`src/rtl/errcap_pkg.sv`:
```
package errcap_pkg;

    localparam int DW    = 16;
    localparam int SRC_W = 4;

    localparam logic [DW-1:0] OQ_MASK = 16'h3333;
    localparam logic [DW-1:0] IQ_MASK = 16'h0033;

    typedef enum logic [3:0] {
        ET_BADSEL = 4'd0,
        ET_OVF    = 4'd1,
        ET_UNF    = 4'd2,
        ET_TAILTO = 4'd3,
        ET_DLKTO  = 4'd4
    } err_type_e;

    // packed MSB first: valid at bit 12, source [11:8], channel [7:4], type [3:0]
    typedef struct packed {
        logic             vld;
        logic [SRC_W-1:0] src;
        logic [3:0]       chan;
        err_type_e        kind;
    } first_err_t;

    function automatic logic [DW-1:0] field_mask(input bit is_out);
        return is_out ? OQ_MASK : IQ_MASK;
    endfunction

    function automatic logic [3:0] lowest_set(input logic [DW-1:0] v);
        logic [3:0] idx;
        idx = '0;
        for (int i = DW - 1; i >= 0; i--) begin
            if (v[i]) idx = 4'(i);
        end
        return idx;
    endfunction

    function automatic err_type_e type_of_bit(input bit is_out, input logic [3:0] pos);
        if (is_out) begin
            case (pos[3:2])
                2'd0:    return ET_BADSEL;
                2'd1:    return ET_OVF;
                2'd2:    return ET_UNF;
                default: return ET_TAILTO;
            endcase
        end
        return pos[2] ? ET_DLKTO : ET_OVF;
    endfunction

endpackage

```
`src/rtl/errcap_qreg.sv`:
```
module errcap_qreg
    import errcap_pkg::*;
#(
    parameter bit IS_OUT = 1'b1
) (
    input  logic          clk,
    input  logic          rst,
    input  logic [DW-1:0] hw_evt,
    input  logic          inj_we,
    input  logic          clr_we,
    input  logic [DW-1:0] wdata,
    output logic [DW-1:0] q,
    output logic [DW-1:0] evt
);
    localparam logic [DW-1:0] MASK = field_mask(IS_OUT);

    logic [DW-1:0] clr_bits;

    always_comb begin
        evt      = (hw_evt | (inj_we ? wdata : '0)) & MASK;
        clr_bits = clr_we ? (wdata & MASK) : '0;
    end

    always_ff @(posedge clk) begin
        if (rst) q <= '0;
        else     q <= (q & ~clr_bits) | evt;
    end
endmodule

```
`src/rtl/errcap_first.sv`:
```
module errcap_first
    import errcap_pkg::*;
#(
    parameter int NUM_OQ = 4,
    parameter int NSRC   = 8
) (
    input  logic               clk,
    input  logic               rst,
    input  logic [NSRC*DW-1:0] evt,
    input  logic [NSRC-1:0]    q_nz,
    input  logic               fe_clr,
    output first_err_t         fe,
    output logic               irq
);
    logic             hit;
    logic             sel_out;
    logic [SRC_W-1:0] sel_src;
    logic [DW-1:0]    sel_vec;
    logic [3:0]       pos;
    first_err_t       cand;
    logic             linger;
    logic [SRC_W-1:0] lsrc;
    logic [15:0]      nz16;

    assign nz16 = 16'(q_nz);

    always_comb begin
        hit     = 1'b0;
        sel_out = 1'b0;
        sel_src = '0;
        sel_vec = '0;
        for (int s = NSRC - 1; s >= 0; s--) begin
            if (|evt[s*DW +: DW]) begin
                hit     = 1'b1;
                sel_src = SRC_W'(s);
                sel_vec = evt[s*DW +: DW];
                sel_out = (s < NUM_OQ);
            end
        end
        pos       = lowest_set(sel_vec);
        cand.vld  = 1'b1;
        cand.src  = sel_src;
        cand.chan = {3'b000, pos[0]};
        cand.kind = type_of_bit(sel_out, pos);
    end

    always_ff @(posedge clk) begin
        if (rst) begin
            fe     <= '0;
            linger <= 1'b0;
            lsrc   <= '0;
        end else begin
            if (!fe.vld || fe_clr) fe <= hit ? cand : '0;
            if (fe_clr && fe.vld) begin
                linger <= 1'b1;
                lsrc   <= fe.src;
            end else if (!nz16[lsrc]) begin
                linger <= 1'b0;
            end
        end
    end

    assign irq = fe.vld | (linger & nz16[lsrc]);
endmodule

```
`src/rtl/errcap_top.sv`:
```
module errcap_top
    import errcap_pkg::*;
#(
    parameter int NUM_OQ = 4,
    parameter int NUM_IQ = 4,
    parameter int ADDR_W = 12
) (
    input  logic                 clk,
    input  logic                 rst,
    input  logic [NUM_OQ*16-1:0] oq_evt_i,
    input  logic [NUM_IQ*16-1:0] iq_evt_i,
    input  logic                 reg_we_i,
    input  logic [ADDR_W-1:0]    reg_addr_i,
    input  logic [15:0]          reg_wdata_i,
    output logic [15:0]          reg_rdata_o,
    output logic                 irq_p0_o,
    output logic                 irq_p1_o
);
    localparam int NSRC    = NUM_OQ + NUM_IQ;
    localparam int CLR_OFS = 'h100;
    localparam logic [ADDR_W-1:0] FE_A    = ADDR_W'(NSRC * 8);
    localparam logic [ADDR_W-1:0] FE_CL_A = ADDR_W'(CLR_OFS + NSRC * 8);

    logic [NSRC*DW-1:0] q_flat;
    logic [NSRC*DW-1:0] evt_flat;
    logic [NSRC-1:0]    q_nz;
    logic               fe_clr;
    first_err_t         fe;
    logic [12:0]        fe_word;
    logic               irq;

    assign fe_clr  = reg_we_i && (reg_addr_i == FE_CL_A);
    assign fe_word = fe;

    for (genvar s = 0; s < NSRC; s++) begin : g_q
        localparam logic [ADDR_W-1:0] RD_A = ADDR_W'(s * 8);
        localparam logic [ADDR_W-1:0] CL_A = ADDR_W'(CLR_OFS + s * 8);
        logic [DW-1:0] hw;
        logic [DW-1:0] qv;
        logic [DW-1:0] ev;
        if (s < NUM_OQ) begin : g_o
            assign hw = oq_evt_i[s*DW +: DW];
        end else begin : g_i
            assign hw = iq_evt_i[(s-NUM_OQ)*DW +: DW];
        end
        errcap_qreg #(.IS_OUT(s < NUM_OQ)) u_q (
            .clk    (clk),
            .rst    (rst),
            .hw_evt (hw),
            .inj_we (reg_we_i && (reg_addr_i == RD_A)),
            .clr_we (reg_we_i && (reg_addr_i == CL_A)),
            .wdata  (reg_wdata_i),
            .q      (qv),
            .evt    (ev)
        );
        assign q_flat[s*DW +: DW]   = qv;
        assign evt_flat[s*DW +: DW] = ev;
        assign q_nz[s]              = |qv;
    end

    errcap_first #(.NUM_OQ(NUM_OQ), .NSRC(NSRC)) u_first (
        .clk    (clk),
        .rst    (rst),
        .evt    (evt_flat),
        .q_nz   (q_nz),
        .fe_clr (fe_clr),
        .fe     (fe),
        .irq    (irq)
    );

    always_comb begin
        reg_rdata_o = '0;
        for (int s = 0; s < NSRC; s++) begin
            if (reg_addr_i == ADDR_W'(s * 8)) reg_rdata_o = q_flat[s*DW +: DW];
        end
        if (reg_addr_i == FE_A) reg_rdata_o = 16'(fe_word);
    end

    assign irq_p0_o = irq;
    assign irq_p1_o = irq;
endmodule

```
`config.mk`:
```
export PLATFORM = sky130hd
export DESIGN_NAME = errcap_top
export DESIGN_NICKNAME = d
export VERILOG_FILES = /design/src/rtl/errcap_pkg.sv /design/src/rtl/errcap_qreg.sv /design/src/rtl/errcap_first.sv /design/src/rtl/errcap_top.sv
export SDC_FILE = /design/constraint.sdc
export NUM_CORES = 1
export LEC_CHECK = 0
export BUFFER_PORTS_ARGS = -buffer_cell sky130_fd_sc_hd__buf_2
export CORE_MARGIN = 2
export CORE_UTILIZATION = 45
export CTS_CLUSTER_SIZE = 20
export DETAILED_ROUTE_END_ITERATION = 8
export GPL_TIMING_DRIVEN = 0
export MAX_ROUTING_LAYER = met4
export PLACE_DENSITY = 0.85
export SYNTH_ARGS = -nofsm -noshare
export SYNTH_HDL_FRONTEND = slang
export SYNTH_SLANG_ARGS = --single-unit
```
`constraint.sdc`:
```
create_clock -name clk -period 6.81 [get_ports clk]
set_input_delay 0 -clock clk [delete_from_list [all_inputs] [get_ports clk]]
set_output_delay 0 -clock clk [all_outputs]
set_load 0.02 [all_outputs]
```
Word level (Yosys, flattened, before mapping)
Index checks and enable logic that the tools add are counted.
{ "totals": {"reg_bits": 146, "inputBits": 159, "out_inout_bits": 18, "wordCells": 186} }
{ "op_classes": {"magnitude_cmp": 1, "eq_ne": 20, "mux": 79, "bitwise": 34, "reduce_logical": 38} }
{ "ops": {"columns": ["operator", "n"], "rows": [
  ["16-bit two-way mux", 16],
  ["16-bit bitwise AND", 8],
  ["16-bit NOT", 8],
  ["16-bit OR reduction", 8],
  ["14-bit two-way mux", 8],
  ["12-bit by 9-bit equality test with 1-bit output, second input constant", 9],
  ["4-bit two-way mux", 25],
  ["16-bit by 14-bit OR with 16-bit output", 4],
  ["16-bit by 6-bit OR with 16-bit output", 4],
  ["14-bit OR", 4],
  ["6-bit two-way mux", 9],
  ["12-bit by 6-bit equality test with 1-bit output, second input constant", 4],
  ["8-bit OR reduction", 4],
  ["12-bit by 5-bit equality test with 1-bit output, second input constant", 2],
  ["6-bit OR", 4],
  ["1-bit logical AND", 18],
  ["1-bit two-way mux", 16],
  ["4-bit OR reduction", 4],
  ["13-bit two-way mux", 1],
  ["12-bit by 4-bit equality test with 1-bit output, second input constant", 1],
  ["12-bit by 7-bit equality test with 1-bit output, second input constant", 1],
  ["12-bit logical NOT", 1],
  ["3-bit two-way mux", 2],
  ["2-bit one-hot mux with 3 select lines", 1],
  ["other kinds (10)", 10]
]} }

Logic depth before layout (Yosys ltp)
{ "logic_depth": {"ltp_word": 34, "depth_mapped": 15, "depth_no_buf": 12} }

Cells and area by module
A second synthesis with hierarchy kept.
{ "unflattened": {"hier_cells": 983, "hier_area_um2": 7464.7} }
{ "by_module_without_submodules": {"columns": ["mod", "instances", "cells_per_inst", "area_per_inst_um2", "seq_area_each_um2"], "rows": [
  ["errcap_top", 1, 321, 2054.5, 0.0],
  ["errcap_qreg (g_q[0].u_q ...)", 4, 50, 504.2, 160.2],
  ["errcap_first", 1, 298, 1936.9, 240.2],
  ["errcap_qreg (g_q[4].u_q ...)", 4, 41, 364.1, 80.1]
]} }

Worst setup path before layout
No wires, ideal clock.
{ "synth_timing": {"path_kind": "in2reg", "from": "input reg_addr_i[7]", "to": "register, netlist name u_first.fe[0]", "setup_time_ns": 0.128, "arrival_ns": 2.429, "required_ns": 6.682, "setup_slack_ns": 4.253, "path_stages": 14, "n_path_buf": 3, "cell_sequence": "buf_2 -> or4_4 -> buf_6 -> nor3_4 -> a311oi_1 -> and2_1 -> buf_6 -> o221ai_1 -> a21boi_1 -> nor2b_1 -> a211oi_1 -> ha_1 -> a22oi_1 -> nor2_1"} }
{ "synth_via": {"elab_chain_cells": 32, "word_cells_on_any_way": 88, "classes_between": "eq/ne: 10; mux: 50; bitwise: 8; reduce/logical: 20"} }
{ "synth_lines": {"columns": ["item", "line_no", "source"], "rows": [
  ["start, declared", "errcap_top.sv:13", "input logic [ADDR_W-1:0] reg_addr_i,"],
  ["12-bit by 6-bit equality test with 1-bit output", "errcap_top.sv:50", ".inj_we (reg_we_i && (reg_addr_i == RD_A)),"],
  ["1-bit logical AND", "errcap_top.sv:50", null],
  ["6-bit two-way mux", "errcap_qreg.sv:20", "evt = (hw_evt | (inj_we ? wdata : '0)) & MASK;"],
  ["6-bit OR", "errcap_qreg.sv:20", null],
  ["4-bit OR reduction", "errcap_first.sv:33", "if (|evt[s*DW +: DW]) begin"],
  ["16-bit two-way mux (6 in a row)", "errcap_first.sv:33", null],
  ["4-bit two-way mux (16 in a row)", "errcap_pkg.sv:33", "if (v[i]) idx = 4'(i);"],
  ["2-bit equality test, or another cell as far along", "errcap_pkg.sv:40", "case (pos[3:2])"],
  ["2-bit one-hot mux with 3 select lines", "errcap_pkg.sv:40", null],
  ["4-bit two-way mux", "errcap_pkg.sv:39", "if (is_out) begin"],
  ["4-bit two-way mux", "errcap_pkg.sv:47", "return pos[2] ? ET_DLKTO : ET_OVF;"],
  ["13-bit two-way mux", "errcap_first.sv:53", "if (!fe.vld || fe_clr) fe <= hit ? cand : '0;"]
]} }
Parallel ways exist; a longest one is shown, timed or not. The select of a mux whose other input is x is not followed.
A chain may end at the register's enable or synchronous reset.

Worst setup path after layout
{ "layout_timing": {"from": "input reg_addr_i[9]", "to": "register, netlist name u_first.fe[0]"} }
{ "layout_via": {"elab_chain_cells": 32, "word_cells_on_any_way": 88, "classes_between": "eq/ne: 10; mux: 50; bitwise: 8; reduce/logical: 20"} }
{ "layout_lines": {"columns": ["item", "line_no"], "rows": [
  ["12-bit by 6-bit equality test with 1-bit output", "errcap_top.sv:50"],
  ["1-bit logical AND", "errcap_top.sv:50"],
  ["6-bit two-way mux", "errcap_qreg.sv:20"],
  ["6-bit OR", "errcap_qreg.sv:20"],
  ["4-bit OR reduction", "errcap_first.sv:33"],
  ["16-bit two-way mux (6 in a row)", "errcap_first.sv:33"],
  ["4-bit two-way mux (16 in a row)", "errcap_pkg.sv:33"],
  ["2-bit equality test, or another cell as far along", "errcap_pkg.sv:40"],
  ["2-bit one-hot mux with 3 select lines", "errcap_pkg.sv:40"],
  ["4-bit two-way mux", "errcap_pkg.sv:39"],
  ["4-bit two-way mux", "errcap_pkg.sv:47"],
  ["13-bit two-way mux", "errcap_first.sv:53"]
]} }
Parallel ways exist; a longest one is shown, timed or not. The select of a mux whose other input is x is not followed.

==> results.md <==
| Item | Reported | Unit |
|:---|:---|:---|
| Antenna violations before repair | 0 | - |
| Post-placement setup slack | 3250 | ps |
| Flip-flop cell with the highest count after synthesis | sky130_fd_sc_hd__dfxtp_1 | - |
| #FFs+latches synth | 60 | - |
| Area grow syn2layout | 28.3 | % |
| Relative max-transition margin | 13.6 | % |
| Fraction of layout instances using a drive strength above 1 | 20.4 | % |
| TritonCTS Buffers | 9 | - |
| First-pass GRT wire length | 30800 | µm |
| Post-synthesis share of cell area spent on and, or, nand and nor gates | 32.7 | % |
| Starting utilization of the core area | 45.6 | % |
| Placed Area | 0.00496 | mm² |
| Worst hold stages | 3 | - |
| Post-route setup slack | 3490 | ps |
| Worst supply voltage drop on vdd | 0.0912 | mV |
| Remaining antenna violation count | 0 | - |
| Final setup violation count | 0 | - |
| Power density cells | 180 | mW/mm² |
| Total core area | 0.00964 | mm² |
| Max Fclk | 301 | MHz |
| Startpoint kind of the worst setup timing path | input port | - |
| Cells along the critical path | buf_2 -> nor4_4 -> buf_2 -> buf_1 -> a31oi_1 -> nor3_1 -> o221ai_1 -> a21boi_1 -> nor2b_1 -> a211oi_1 -> ha_1 -> a22oi_1 -> nor2_1 | - |
| Horizontal extent of the die | 103 | µm |
| Cell count after synthesis | 588 | - |
| N_diodes | 0 | - |
| # port buffers | 77 | - |
| Area fraction in compound gates after synthesis | 32.3 | % |
| Number of flops mapped to enable cells by yosys | 0 | - |
| Final cell count without fillers | 860 | - |
| Average via count per standard cell | 6.65 | - |
| Count of max-cap constraint violations | 0 | - |
| Post-layout minimum cycle time | 3320 | ps |
| Outcome | complete, no violations | - |
| Starting DRC count in detailed routing | 666 | - |
| Final RePlAce weighted congestion | 1.01 | - |
| Count of placed standard cells including taps | 803 | - |
| Crit. End Element | register | - |
| Highest fanout seen on the critical path | 10 | - |
| Ys async rst share | 0 | % |
| Arrival time reported for the critical path endpoint | 3540 | ps |
| Required time reported for the critical path endpoint | 7030 | ps |
| Die Outline Area | 0.0106 | mm² |
| Number of clock sinks | 60 | - |
| Number of cell rows | 36 | - |
| Number of resized instances in the post-cts repair step | 0 | - |
| Crit Path Class | in2reg | - |
| Slew of the pin with the lowest slew margin | 1290 | ps |
| Routed via count | 5716 | - |
| Xor-xnor portion of the synthesized cell area | 0 | % |
| Path category of the worst min-delay check | in2reg | - |
| RSZ-0062 raised after global routing | false | - |
| Number of cells traversed by the worst register-to-register path | 6 | - |
| Number of ports placed on the die boundary | 177 | - |
| Combinational family with the most area after synthesis | simple AND/OR/NAND/NOR gates | - |
| Iteration count of the initial detailed-routing pass | 5 | - |
| Number of endpoints with negative hold slack in the final report | 0 | - |
| Final Instance Area | 0.00564 | mm² |
| DRC violations left | 0 | - |
| Die height | 103 | µm |
| Clock tree root buffer cell | sky130_fd_sc_hd__clkbuf_8 | - |
| Share of cell area taken by muxes after synthesis | 0.969 | % |
| Synth Area in Adders | 0.285 | % |
| Stage delay of the slowest cell on the critical path | 570 | ps |
| Via count of the first global-routing pass | 5421 | - |
| Post-route setup TNS | 0 | ps |
| Final nets | 883 | - |
| Distinct cells, synth | 80 | - |
| Wirelength per Cell | 23.9 | µm |
| Worst-case clock buffer depth | 2 | - |
| Final worst clock skew | 7.40 | ps |
| Detailed placer's ending HPWL | 15400 | µm |
| Skew-Pair Late Insertion Delay | 360 | ps |
| Proportion of synthesized chip area in sequential cells | 27.4 | % |
| Aggregate global routing overflow | 0 | - |
| Clock tree from TritonCTS | done | - |
| Clock-pin slew reported for the worst setup and hold paths after clock tree synthesis | 80 | ps |
| Slowest stage cell, crit path | sky130_fd_sc_hd__buf_1 | - |
| Post-Route WL | 20600 | µm |
| Most frequent CP cell | sky130_fd_sc_hd__buf_2 | - |
| Synth Area per Inst | 7.47 | µm² |
| Aggregate global-route resource usage | 41.2 | % |
| Leak Pwr | 2.17 | nW |
| Pin count of the biggest net entering global routing | 11 | - |
| Slew Limit Fails | 0 | - |
| Total number of H-tree levels | 3 | - |
| Combined area of all synthesized cells | 0.00439 | mm² |
| Final Cycle Share | 48.8 | % |
| Yosys warning count | 0 | - |
## per-layer routing
layer	track usage (%)	share of wire, %	up-vias
met5	-	0	-
met3	8.54	13	109
met1	53.3	38	2634
met2	61.9	44	493
met4	18.8	4.7	0
li1	-	-	2480
## repair_timing
action | in CTS | in global routing
setup endpoints to repair | 0 | 0
hold endpoints to repair | 42 | 0
setup buffers | 0 | 0
hold buffers | 42 | 0
## where the power goes
| group | internal, mW | total (mW) | leakage [nW] | switching (mW) |
|---|---|---|---|---|
| combinational | 0.0726 | 0.184 | 1.54 | 0.111 |
| clock | 0.278 | 0.435 | 0.126 | 0.157 |
| sequential | 0.372 | 0.394 | 0.500 | 0.0219 |
| total | 0.723 | 1.01 | 2.17 | 0.291 |
## metrics by stage
stage	utilization, %	hold slack [ps]	power, mW
6_report	58.5	8.38	1.01
5_1_grt	58.5	11.6	1.04
4_1_cts	58.5	0.591	0.999
3_5_place_dp	51.5	267	0.557
3_3_place_gp	51.5	261	0.555
2_1_floorplan	-	120	0.484
## sequential cells by signal (all words and copies together), names as in the netlist
name            count
g_q.u_q.q          48
u_first.lsrc        3
u_first.fe          8
u_first.linger      1
## placed cells by master, fill, tap and decap left out, drive strengths merged, types with 18 or more instances in the layout
cell type | netlist | final
nand2 | 117 | 117
buf | 25 | 102
a21oi | 77 | 77
dfxtp | 60 | 60
nor2 | 49 | 49
dlygate4sd3 | 0 | 42
clkbuf | 20 | 30
a31oi | 22 | 22
nor4 | 18 | 18
nor3 | 18 | 18
## final cells by class
cell class                 instances  area [µm²]
fill                             939        4000
multi-input combinational        485        2930
sequential                        60        1200
timing repair buffer             119         806
buffer                            45         267
tap                              133         166
clock buffer                      10         128
clock inverter                     5         125
inverter                           3        11.3
## Yosys cell counts, types with 5 or more instances
library cell,count,area [µm²]
sky130_fd_sc_hd__a21oi_1,75,375
sky130_fd_sc_hd__o21a_1,6,45.0
sky130_fd_sc_hd__buf_2,6,30.0
sky130_fd_sc_hd__nor2_1,44,165
sky130_fd_sc_hd__a31oi_1,21,131
sky130_fd_sc_hd__and2_1,14,87.6
sky130_fd_sc_hd__a221oi_1,9,78.8
sky130_fd_sc_hd__clkbuf_1,20,75.1
sky130_fd_sc_hd__nor3_1,10,50.1
sky130_fd_sc_hd__a41oi_1,7,61.3
sky130_fd_sc_hd__dfxtp_1,60,1200
sky130_fd_sc_hd__buf_4,10,75.1
sky130_fd_sc_hd__o21ai_0,12,60.1
sky130_fd_sc_hd__a211oi_1,5,37.5
sky130_fd_sc_hd__a22oi_1,15,113
sky130_fd_sc_hd__nand4_1,6,37.5
sky130_fd_sc_hd__buf_6,7,78.8
sky130_fd_sc_hd__nor3_4,7,114
sky130_fd_sc_hd__nand2_1,117,439
sky130_fd_sc_hd__nand3_1,15,75.1
sky130_fd_sc_hd__nor4_1,16,100
## critical path, delay by kind of cell
family                   cells  cell delay, ps
AO/OA/AOI/OAI                5            1100
adder cells (fa/ha/maj)      1             280
buffers and inverters        3            1070
AND/OR/NAND/NOR              4            1080
## worst paths after layout
path	start	end	slack [ps]
worst max-delay path	reg_addr_i[9]	u_first.fe[0]	3490
worst min-delay path	oq_evt_i[1]	g_q[0].u_q.q[1]	8
worst max register to register	u_first.lsrc[0]	u_first.linger	5170
worst min register to register	u_first.fe[10]	u_first.fe[10]	480
## kinds of logic after synthesis
family,Yosys count
other cells,1
mux,3
flops,60
fa+ha+maj,1
compound gates,204
buf+inv,48
simple gates,271
(Power assumes the default switching activity.)
